### src/rtl/ushift_pkg.sv
package ushift_pkg;
   typedef enum logic [1:0] {
      M_HOLD = 2'b00,
      M_UP   = 2'b01,
      M_DN   = 2'b10,
      M_LOAD = 2'b11
   } mode_e;
endpackage

### src/rtl/ushift_next.sv
// Per-bit next-state selection; clear priority is handled in ushift_store.
module ushift_next #(
   parameter int WIDTH = 8
) (
   input  logic [1:0]       mode,
   input  logic             ser_in_up,
   input  logic             ser_in_dn,
   input  logic [WIDTH-1:0] q,
   input  logic [WIDTH-1:0] bus_in,
   output logic [WIDTH-1:0] d
);
   import ushift_pkg::*;

   localparam int TOP = WIDTH - 1;

   for (genvar i = 0; i < WIDTH; i++) begin : g_bit
      logic from_below;
      logic from_above;

      if (i == 0) begin : g_lo_edge
         assign from_below = ser_in_up;
      end else begin : g_lo_mid
         assign from_below = q[i-1];
      end

      if (i == TOP) begin : g_hi_edge
         assign from_above = ser_in_dn;
      end else begin : g_hi_mid
         assign from_above = q[i+1];
      end

      always_comb begin
         unique case (mode_e'(mode))
            M_HOLD:  d[i] = q[i];
            M_UP:    d[i] = from_below;
            M_DN:    d[i] = from_above;
            M_LOAD:  d[i] = bus_in[i];
            default: d[i] = q[i];
         endcase
      end
   end
endmodule

### src/rtl/ushift_store.sv
// State register, synchronous clear, no power-on reset.
module ushift_store #(
   parameter int WIDTH = 8
) (
   input  logic             clk,
   input  logic             clr_n,
   input  logic [WIDTH-1:0] d,
   output logic [WIDTH-1:0] q
);
   always_ff @(posedge clk) begin
      if (!clr_n) q <= '0;
      else        q <= d;
   end
endmodule

### src/rtl/ushift_drive.sv
// Bus drive-enable and end-bit taps.
module ushift_drive #(
   parameter int WIDTH = 8
) (
   input  logic [1:0]       mode,
   input  logic             oe_a_n,
   input  logic             oe_b_n,
   input  logic [WIDTH-1:0] q,
   output logic [WIDTH-1:0] bus_out,
   output logic             bus_drv,
   output logic             ser_out_lo,
   output logic             ser_out_hi
);
   import ushift_pkg::*;

   logic enables_ok;
   logic load_sel;

   assign enables_ok = ~(oe_a_n | oe_b_n);
   assign load_sel   = (mode_e'(mode) == M_LOAD);
   assign bus_drv    = enables_ok & ~load_sel;
   assign bus_out    = q;
   assign ser_out_lo = q[0];
   assign ser_out_hi = q[WIDTH-1];
endmodule

### src/rtl/ushift_bus_reg.sv
module ushift_bus_reg #(
   parameter int WIDTH = 8
) (
   input  logic             clk,
   input  logic             clr_n,
   input  logic [1:0]       mode,
   input  logic             ser_in_up,
   input  logic             ser_in_dn,
   input  logic             oe_a_n,
   input  logic             oe_b_n,
   input  logic [WIDTH-1:0] bus_in,
   output logic [WIDTH-1:0] bus_out,
   output logic             bus_drv,
   output logic             ser_out_lo,
   output logic             ser_out_hi
);
   if (WIDTH < 2) begin : g_bad_width
      $error("ushift_bus_reg: WIDTH must be at least 2");
   end

   logic [WIDTH-1:0] q;
   logic [WIDTH-1:0] d;

   ushift_next #(.WIDTH(WIDTH)) u_next (
      .mode      (mode),
      .ser_in_up (ser_in_up),
      .ser_in_dn (ser_in_dn),
      .q         (q),
      .bus_in    (bus_in),
      .d         (d)
   );

   ushift_store #(.WIDTH(WIDTH)) u_store (
      .clk   (clk),
      .clr_n (clr_n),
      .d     (d),
      .q     (q)
   );

   ushift_drive #(.WIDTH(WIDTH)) u_drive (
      .mode       (mode),
      .oe_a_n     (oe_a_n),
      .oe_b_n     (oe_b_n),
      .q          (q),
      .bus_out    (bus_out),
      .bus_drv    (bus_drv),
      .ser_out_lo (ser_out_lo),
      .ser_out_hi (ser_out_hi)
   );
endmodule

### config.mk
export PLATFORM = sky130hd
export DESIGN_NAME = ushift_bus_reg
export DESIGN_NICKNAME = d
export VERILOG_FILES = /design/src/rtl/ushift_pkg.sv /design/src/rtl/ushift_next.sv /design/src/rtl/ushift_store.sv /design/src/rtl/ushift_drive.sv /design/src/rtl/ushift_bus_reg.sv
export SDC_FILE = /design/constraint.sdc
export NUM_CORES = 1
export LEC_CHECK = 0
export BUFFER_PORTS_ARGS = -buffer_cell sky130_fd_sc_hd__clkbuf_2
export CAP_MARGIN = 20
export CORE_AREA = 5 5 42 44
export CTS_BUF_LIST = sky130_fd_sc_hd__clkbuf_4 sky130_fd_sc_hd__clkbuf_8 sky130_fd_sc_hd__clkbuf_16
export DETAILED_ROUTE_END_ITERATION = 10
export DIE_AREA = 0 0 47 49
export GPL_TIMING_DRIVEN = 0
export PLACE_DENSITY = 0.7
export SYNTH_ARGS = -nofsm -noshare
export SYNTH_HDL_FRONTEND = slang
export SYNTH_SLANG_ARGS = --single-unit
### constraint.sdc
create_clock -name clk -period 1 [get_ports clk]
set_clock_uncertainty 0.05 [all_clocks]
set_input_delay 0.05 -clock clk [delete_from_list [all_inputs] [get_ports clk]]
set_output_delay 0.05 -clock clk [all_outputs]
set_load 0.01 [all_outputs]
==> summary.md, run 1 <==
| Metric | Value |
|---|---|
| Via Count | `~420` |
| Placed cell count | `81` |
| H-tree depth | `1` |
| Setup Total Neg Slack | `0 ns` |
| Max cap viols | `0` |
| Sequential fraction of the synthesis area | `between 30% and 40%` |
| Worst Hold End | `u_store.q[2]` |
| Clock Sinks | `8` |
| Starting Density | `a little under a third` |
| Worst ir drop on vdd | `between 500 and 600 µV` |
| FF-to-FF End | `u_store.q[4]` |
| Relative slew slack | `about three quarters` |
| Clk slew on worst S/H paths | `0.06 ns` |
| GRT met2 Usage | `15.6%` |
| Setup ws final | `0.0324 ns` |
| Final Cell Area | `607 µm²` |
| Top post-synthesis cells by area | `dfxtp_1 (37%), mux2i_1 (37%), o22ai_1 (11%), buf_12 (4.6%), buf_4 (3.4%)` |
| Initial DRC count | `4` |
| Commonest non-fill, non-tap cell in the layout | `clkbuf_2` |
| Post-layout min period | `just under 1 ns` |
| Pre-Repair DR Iteration Count | `2` |
| Crit path DAT | `~0.87 ns` |
| Pre-CTS setup slack | `0.134 ns` |
| Critical Path RT | `approximately 0.90 ns` |
| Synthesized area | `between 400 and 500 µm²` |
| Routed wire length | `~1100 µm` |
| CTS Root Cell | `clkbuf_4` |
| GR Overflow Total | `0` |
| Cell Count, Final, Fillers Out | `84` |
| Depth of the most critical reg-to-reg path | `2` |
| Slew @ Worst Pin | `~0.36 ns` |
| Max Buffers Root-to-Sink | `2` |
| Area grow syn2layout | `38.6%` |
| Synth area leader | `dfxtp_1` |
| Port bufs | `25` |
| Worst Hold Launch | `bus_in[2]` |
| Endpoints failing setup | `0` |
| Crit start category | `flip-flop` |
| WHS Path Cells | `3` |
| Row count | `14` |
| DP Wirelength | `around 840 µm` |
| Antenna cell count | `0` |
| Max Fanout on Critical Path | `4` |
| Fin crit share | `~97%` |
| Final core utilization | `a little over two fifths` |
| # fillers | `roughly 160` |
| Synth top area share | `a little over a third` |
| First-pass GRT wire length | `roughly 1800 µm` |
| I/O pin total | `27` |
| Initial antenna violation count | `0` |
| Worst-Skew Late Latency | `about 0.27 ns` |
| RSZ-0062 raised after global routing | `no` |
| Count of different cell masters after synthesis | `10` |
| Final Wtd Congestion | `approximately 0.65` |
| Worst r2r src | `u_store.q[3]` |
| Pwr per Cell Area | `1310 mW/mm²` |
| Highest-count cells in the layout ignoring fill and taps | `clkbuf_2 (25), mux2i_1 (16), o22ai_1 (8)` |
| Met3 GRT Util | `2.58%` |
| Largest registers | `u_store.q x8` |
| Syn. warnings | `0` |
| Vias in the first global route | `~430` |
| Die X | `about 47 µm` |
| Synth Instances | `40` |
| Yosys reg bits | `8` |
| DRC viols | `0` |
| Final ANT Viol Nets | `0` |
| Placed inst area | `a little under 600 µm²` |
| Final nets | `86` |
| Synthesized Nets | `between 50 and 60` |
| Most used routing layer | `met2` |
| Maximum operating frequency | `1030 MHz` |
| Crit end category | `output pin` |
| DIE AREA | `roughly 0.0023 mm²` |
| CTS Buf Count | `3` |
| Largest register FFs | `8` |
| Fin. Hold Viols | `0` |
| Share of layout cells above drive strength 1 | `between 40 and 50%` |
| Met1 usage | `around 12%` |
| Synth Area per Inst | `roughly 11 µm²` |
| Largest net degree at the start of global routing | `11` |
| # Post-CTS Setup Buffers | `0` |
| TritonCTS clock tree | `built` |
| Die span in y | `between 40 and 50 µm` |
| LEAKAGE | `0.316 nW` |
| WL/cell | `approximately 13 µm` |
| Register-to-register setup slack | `roughly 0.25 ns` |
| Top reg by flops | `u_store.q` |
| Crit Path Class | `flip-flop to output pin` |
| Status | `completed` |
| Max-slew violation count | `0` |
| Routed vias/inst | `roughly 5.0` |
| Hold Crit Class | `primary input to flip-flop` |
| Core Area | `0.00140 mm²` |
| Gr usage total | `between 10% and 20%` |
==> cell type report <==
type	count	area, µm²	share of cell area (%)
Buffer	5	50.0	8.25
Clock buffer	3	22.5	3.71
Multi-Input combinational cell	27	228	37.5
Sequential cell	8	161	26.6
Tap cell	16	20.0	3.30
Timing Repair Buffer	25	125	20.6
==> report_power, final <==
part / total [mW] / switching (mW) / internal [mW] / leakage, nW
clock: 0.264 / 0.126 / 0.138 / 0.0138
combinational: 0.170 / 0.0761 / 0.0942 / 0.237
sequential: 0.358 / 0.0193 / 0.339 / 0.0660
==> worst max path at each step <==
stage | startpoint | to | slack, ns
3_5_place_dp | mode[1] | u_store.q[3] | 0.13
5_1_grt | u_store.q[7] | bus_out[7] | 0.02
3_3_place_gp | mode[1] | u_store.q[4] | 0.14
6_report | u_store.q[7] | bus_out[7] | 0.03
4_1_cts | u_store.q[0] | bus_out[0] | 0.03
2_1_floorplan | mode[0] | bus_drv | 0.21
==> cells by family after synthesis <==
logic type / synth area share (%)
multiplexers: 36.6
AO/OA/AOI/OAI: 13.1
AND/OR/NAND/NOR: 2.29
flip-flops: 36.6
buffers and inverters: 11.4
==> metal layers <==
| layer | up-vias | share of wire (%) |
|---|---|---|
| met5 | - | 0 |
| met4 | 0 | 2.4 |
| met3 | 5 | 11 |
| met2 | 20 | 45 |
| met1 | 187 | 41 |
| li1 | 209 | - |
==> cell usage after synthesis <==
library cell,n
a211oi_1,1
buf_1,1
buf_12,1
buf_4,2
buf_6,1
dfxtp_1,8
mux2i_1,16
nand2_1,1
nand2b_1,1
o22ai_1,8
==> per-stage QoR <==
| stage | power [mW] | hold WS, ns |
|---|---|---|
| finish | 0.793 | 0.0159 |
| global route | 0.818 | 0.0490 |
| CTS | 0.786 | 0.0303 |
| detailed placement | 0.537 | 0.275 |
| global placement | 0.533 | 0.274 |
| floorplan | 0.467 | 0.0963 |
==> timing repair <==
action	4_1_cts	5_1_grt
gates resized for setup	0	1
endpoints found under the setup margin	0	1
hold buffers	0	0
==> critical path, cell delays in order (launching register included) <==
cell and delay, ns:
dfxtp_1 0.37, buf_4 0.12, clkbuf_2 0.11
No activity file was read; power rests on OpenSTA's default activity.
==> run 2, diff against run 1 <==
CORE_AREA = 2 2 39 41   (was 5 5 42 44)
DIE_AREA = 0 0 41 43   (was 0 0 47 49)
RECOVER_POWER = 25   (was not set)
==> run 2 against run 1 <==
  * Critical endpoint is now bus_out[0]
  * Hold slack gained 0.014 ns
  * Highest routed layer unchanged
  * Critical path depth unchanged
  * Via count shrank 1.9%
  * Design area is the same
  * Clock power down 6%
  * Combinational power about the same
==> summary.md, run 2 (synthesis gave the netlist of run 1 again) <==
| Metric | Value |
|---|---|
| H-tree depth | `1` |
| Combinational power share | `between 20% and 30%` |
| # Post-CTS Setup Buffers | `0` |
| CTS resizes | `0` |
| M1 WL | `455 µm` |
| DP Wirelength | `765 µm` |
| Fin. Hold Viols | `0` |
| Highest-count cells in the layout ignoring fill and taps | `clkbuf_2 (25), mux2i_1 (16), o22ai_1 (8)` |
| Crit start category | `flip-flop` |
| Routed vias/inst | `4.92` |
| DIE AREA | `between 0.0015 and 0.002 mm²` |
| Final nets | `86` |
| Fin crit share | `roughly 94%` |
| Port bufs | `25` |
| Max Buffers Root-to-Sink | `2` |
| Status | `completed` |
| Commonest non-fill, non-tap cell in the layout | `clkbuf_2` |
| Crit path DAT | `0.84 ns` |
| First-pass GRT wire length | `around 1700 µm` |
| Net Sw Power | `about 0.20 mW` |
| Clock Sinks | `8` |
| Via Count | `413` |
| Row count | `14` |
| Metal3 WL | `61 µm` |
| Initial DRC count | `3` |
| Top Metal Used | `met4` |
| Tot Pwr | `0.775 mW` |
| P_int | `roughly 0.57 mW` |
| Pre-Repair DR Iteration Count | `3` |
| Crit Path Class | `flip-flop to output pin` |
| Die X | `around 41 µm` |
| Critical Path RT | `~0.90 ns` |
| Starting Density | `31.6%` |
| Clk slew on worst S/H paths | `0.05 ns` |
| Endpoints failing setup | `0` |
| Final core utilization | `43.9%` |
| Setup Total Neg Slack | `0 ns` |
| Die span in y | `between 40 and 50 µm` |
| Placed inst area | `roughly 580 µm²` |
| Worst ir drop on vdd | `613 µV` |
| Net Sw Frac | `26.4%` |
| Core Area | `0.00138 mm²` |
| Final Cell Area | `just over 600 µm²` |
| Max-slew violation count | `0` |
| Relative slew slack | `76.4%` |
| WL/cell | `around 12 µm` |
| LEAKAGE | `between 0.3 and 0.4 nW` |
| CTS Buf Count | `3` |
| Top reg by flops | `u_store.q` |
| Area grow syn2layout | `38.6%` |
| Vias in the first global route | `about 430` |
| GR Overflow Total | `0` |
| Largest net degree at the start of global routing | `11` |
| Hold-fix buffers, CTS | `0` |
| Maximum operating frequency | `1060 MHz` |
| Share of layout cells above drive strength 1 | `between 40% and 50%` |
| Power share of the clock group | `between 30% and 40%` |
| Slew @ Worst Pin | `0.353 ns` |
| Met2 WL post-DR | `between 400 and 500 µm` |
| TritonCTS clock tree | `built` |
| Gr usage total | `14.4%` |
| Max Fanout on Critical Path | `4` |
| Post-layout min period | `approximately 0.94 ns` |
| Largest registers | `u_store.q x8` |
| Largest register FFs | `8` |
| RSZ-0062 raised after global routing | `no` |
| Hold Crit Class | `primary input to flip-flop` |
| Register share of total power | `46.2%` |
| Worst-Skew Late Latency | `roughly 0.26 ns` |
| Initial antenna violation count | `0` |
| CTS Root Cell | `clkbuf_4` |
| Max cap viols | `0` |
| Final ANT Viol Nets | `0` |
| I/O pin total | `27` |
| Final Wtd Congestion | `between 0.6 and 0.7` |
| Antenna cell count | `0` |
| # fillers | `roughly 160` |
| Routed wire length | `1020 µm` |
| DRC viols | `0` |
| Crit end category | `output pin` |
| Pwr per Cell Area | `approximately 1300 mW/mm²` |
[run 2: cell counts in the layout (fill, tap and decap cells not counted)]
No cell type changed its count.
[run 2: final timing paths]
check / start / cells after the start / endpoint / slack [ns]
worst max-delay path: u_store.q[0] / 2 / bus_out[0] / 0.06
worst min-delay path: bus_in[2] / 3 / u_store.q[2] / 0.03
worst max register to register: u_store.q[5] / 2 / u_store.q[4] / 0.24
worst min register to register: u_store.q[5] / 2 / u_store.q[6] / 0.54
[run 2: critical path: stages, from the launching register on]
cell	delay (ns)
dfxtp_1	0.36
buf_4	0.12
clkbuf_2	0.11
[run 2: metal layers]
layer	vias up	global-route usage, %
met2	16	23.1
met3	5	1.57
met1	185	16.6
li1	207	-
met4	0	10.0
met5	-	0
[run 2: cell type report]
class	instances	area [µm²]	share of cell area [%]
Timing Repair Buffer	25	125	20.6
Tap cell	16	20.0	3.30
Clock buffer	3	22.5	3.71
Multi-Input combinational cell	27	228	37.5
Sequential cell	8	161	26.6
Buffer	5	50.0	8.25
[run 2: metrics by stage]
step | setup slack, ns | hold slack, ns | std cells
final | 0.0604 | 0.0299 | 84
after detailed placement | 0.132 | 0.279 | 81
after CTS | 0.0150 | 0.0287 | 84
after global placement | 0.148 | 0.276 | 81
after global routing | 0.0144 | 0.0470 | 84
after floorplan | 0.213 | 0.0963 | 40
[run 2: power by group through the flow]
stage                     clock network, mW  registers [mW]  logic [mW]
after detailed placement                  0           0.364       0.171
after global placement                    0           0.363       0.169
final                                 0.247           0.358       0.170
after CTS                             0.257           0.357       0.172
after global routing                  0.270           0.361       0.188
after floorplan                           0           0.370      0.0976
==> run 3, diff against run 2 <==
ABC_AREA = 1   (was not set)
PLACE_DENSITY = 0.77   (was 0.7)
==> run 3 against run 2 <==
  * Sequential share of layout area is 3.4 points lower
  * Area after synthesis is 21% higher
  * Non-clock buffer count is 1 lower
  * Fmax is 3.1% lower
  * Via count is 50% higher
  * Wire length is 28% higher
  * Design area is 15% higher
  * Largest power group unchanged
  * Highest routed layer unchanged
==> summary.md, run 3 <==
| Metric | Value |
|---|---|
| Max Fanout on Critical Path | `4` |
| Antenna cell count | `0` |
| Starting Density | `approximately two fifths` |
| Synth Area in Simple Gates | `39.7%` |
| Routed vias/inst | `4.84` |
| Tot Pwr | `0.840 mW` |
| Setup Total Neg Slack | `0 ns` |
| CTS Buf Count | `3` |
| Setup ws final | `0.0306 ns` |
| I/O pin total | `27` |
| Fin Hold WS | `0.0353 ns` |
| TritonCTS clock tree | `built` |
| Final Wtd Congestion | `between 0.7 and 0.8` |
| DRC viols | `0` |
| Slowest cell on crit path | `dfxtp_1` |
| Maximum operating frequency | `1030 MHz` |
| Clk slew on worst S/H paths | `approximately 0.050 ns` |
| Synthesized Nets | `100` |
| Count of different cell masters after synthesis | `16` |
| Pre-CTS setup slack | `0.153 ns` |
| DP Wirelength | `997 µm` |
| Post-synth EDFFs | `0` |
| WL/cell | `slightly above 10 µm` |
| CTS Root Cell | `clkbuf_4` |
| Multiplexer share of the synthesized area | `0%` |
| Via Count | `slightly above 600` |
| DIE AREA | `0.00176 mm²` |
| Fin. Hold Viols | `0` |
| Hold-fix buffers, CTS | `0` |
| Synth area leader | `dfxtp_1` |
| Die span in y | `~43 µm` |
| GR Overflow Total | `0` |
| Clock Sinks | `8` |
| Max Buffers Root-to-Sink | `2` |
| Top post-synthesis cells by area | `dfxtp_1 (30%), nand3_1 (13%), nand2_1 (11%), nor2_1 (11%), inv_1 (7.1%)` |
| Xor/xnor cell area share of the yosys netlist | `0%` |
| RSZ-0062 raised after global routing | `no` |
| Adder-cell area share of the yosys netlist | `0%` |
| Status | `completed` |
| Row count | `14` |
| Most frequent cells after synthesis | `nand2_1 (15), nor2_1 (15), nand3_1 (14)` |
| Largest registers | `u_store.q x8` |
| Yosys reg bits | `8` |
| Crit start category | `flip-flop` |
| Largest net degree at the start of global routing | `11` |
| Max-slew violation count | `0` |
| Initial antenna violation count | `0` |
| Critical Path RT | `about 0.9 ns` |
| Synthesized area | `roughly 530 µm²` |
| Final ANT Viol Nets | `0` |
| Crit path DAT | `around 0.87 ns` |
| First-pass GRT wire length | `between 2000 and 2500 µm` |
| Post-synthesis async set-or-reset flop share | `0%` |
| Final nets | `130` |
| Synth Instances | `84` |
| Slew @ Worst Pin | `between 0.2 and 0.3 ns` |
| Sequential fraction of the synthesis area | `between 30% and 40%` |
| Crit Path Class | `flip-flop to output pin` |
| Die X | `41 µm` |
| Post-layout min period | `0.969 ns` |
| Gr usage total | `roughly 17%` |
| Crit end category | `output pin` |
| Compound-cell area share of the yosys netlist | `12.8%` |
| Final core utilization | `between 50% and 60%` |
| Core Area | `0.00138 mm²` |
| Hold Crit Class | `primary input to flip-flop` |
| Worst-Skew Late Latency | `0.26 ns` |
| Endpoints failing setup | `0` |
| Commonest non-fill, non-tap cell in the layout | `clkbuf_2` |
| Highest-count cells in the layout ignoring fill and taps | `clkbuf_2 (24), nor2_1 (15), nand2_1 (15)` |
| Syn. warnings | `0` |
| LEAKAGE | `0.394 nW` |
| Crit path cell chain | `buf_4 -> clkbuf_2` |
| Main flop type after synthesis | `dfxtp_1` |
| Fin crit share | `just under 100%` |
| Initial DRC count | `19` |
| Area grow syn2layout | `31.7%` |
| Largest register FFs | `8` |
| Synth top area share | `30.3%` |
| # Post-CTS Setup Buffers | `0` |
| # fillers | `164` |
| H-tree depth | `1` |
| Pre-Repair DR Iteration Count | `4` |
| Port bufs | `25` |
| Pwr per Cell Area | `between 1000 and 1500 mW/mm²` |
| Main combinational cell family by area after synthesis | `simple AND/OR/NAND/NOR gates` |
| Relative slew slack | `just over 80%` |
| Delay of the slowest critical-path stage | `0.37 ns` |
| Top reg by flops | `u_store.q` |
| Routed wire length | `about 1300 µm` |
| Max cap viols | `0` |
| Synth Area per Inst | `about 6.3 µm²` |
| Share of layout cells above drive strength 1 | `33.9%` |
| Vias in the first global route | `approximately 530` |
| Worst ir drop on vdd | `806 µV` |
run 3: cells by family after synthesis:
| kind of cell | after synthesis |
|---|---|
| AND/OR/NAND/NOR | 47 |
| buffers and inverters | 17 |
| AO/OA/AOI/OAI | 12 |
| flip-flops | 8 |
run 3: metal layers:
layer / routed length, µm / GRT usage (%) / vias to the layer above / part of all wire (%)
met1: 584 / 23.1 / 268 / 45
met5: 0 / 0 / - / 0
met3: 73 / 4.71 / 5 / 5.6
li1: - / - / 324 / -
met2: 614 / 23.8 / 22 / 47
met4: 34 / 10.0 / 0 / 2.6
run 3: where the power goes:
| group | leakage [nW] | switching, mW | internal, mW |
|---|---|---|---|
| Combinational | 0.314 | 0.120 | 0.0981 |
| Sequential | 0.0665 | 0.0224 | 0.344 |
| Clock | 0.0138 | 0.117 | 0.138 |
| Total | 0.394 | 0.260 | 0.580 |
run 3: timing repair:
action,in CTS,in global routing
endpoints found under the setup margin,0,1
gates resized for setup,0,1
endpoints found under the hold margin,0,0
run 3: worst max-delay path, delay by kind of cell, from the launching register on:
family,cells,cell delay (ns)
buf+inv,2,0.23
flops,1,0.37
run 3: area by class of cell:
class / count / area, µm² / area share, %
Sequential cell: 8 / 161 / 23.2
Buffer: 4 / 37.5 / 5.39
Tap cell: 16 / 20.0 / 2.87
Inverter: 13 / 53.8 / 7.72
Multi-Input combinational cell: 59 / 278 / 39.9
Timing Repair Buffer: 25 / 124 / 17.8
Clock buffer: 3 / 22.5 / 3.23
run 3: per-stage QoR:
stage,cells,area (µm²)
floorplan,84,529
global placement,125,674
detailed placement,125,674
CTS,128,697
global route,128,697
finish,128,697
run 3: path summary, 6_finish.rpt:
kind,slack (ns),to,start,cells past startpoint
max,0.03,bus_out[0],u_store.q[0],2
min,0.04,u_store.q[6],bus_in[6],5
min reg2reg,0.48,u_store.q[7],u_store.q[7],2
max reg2reg,0.18,u_store.q[5],u_store.q[4],4
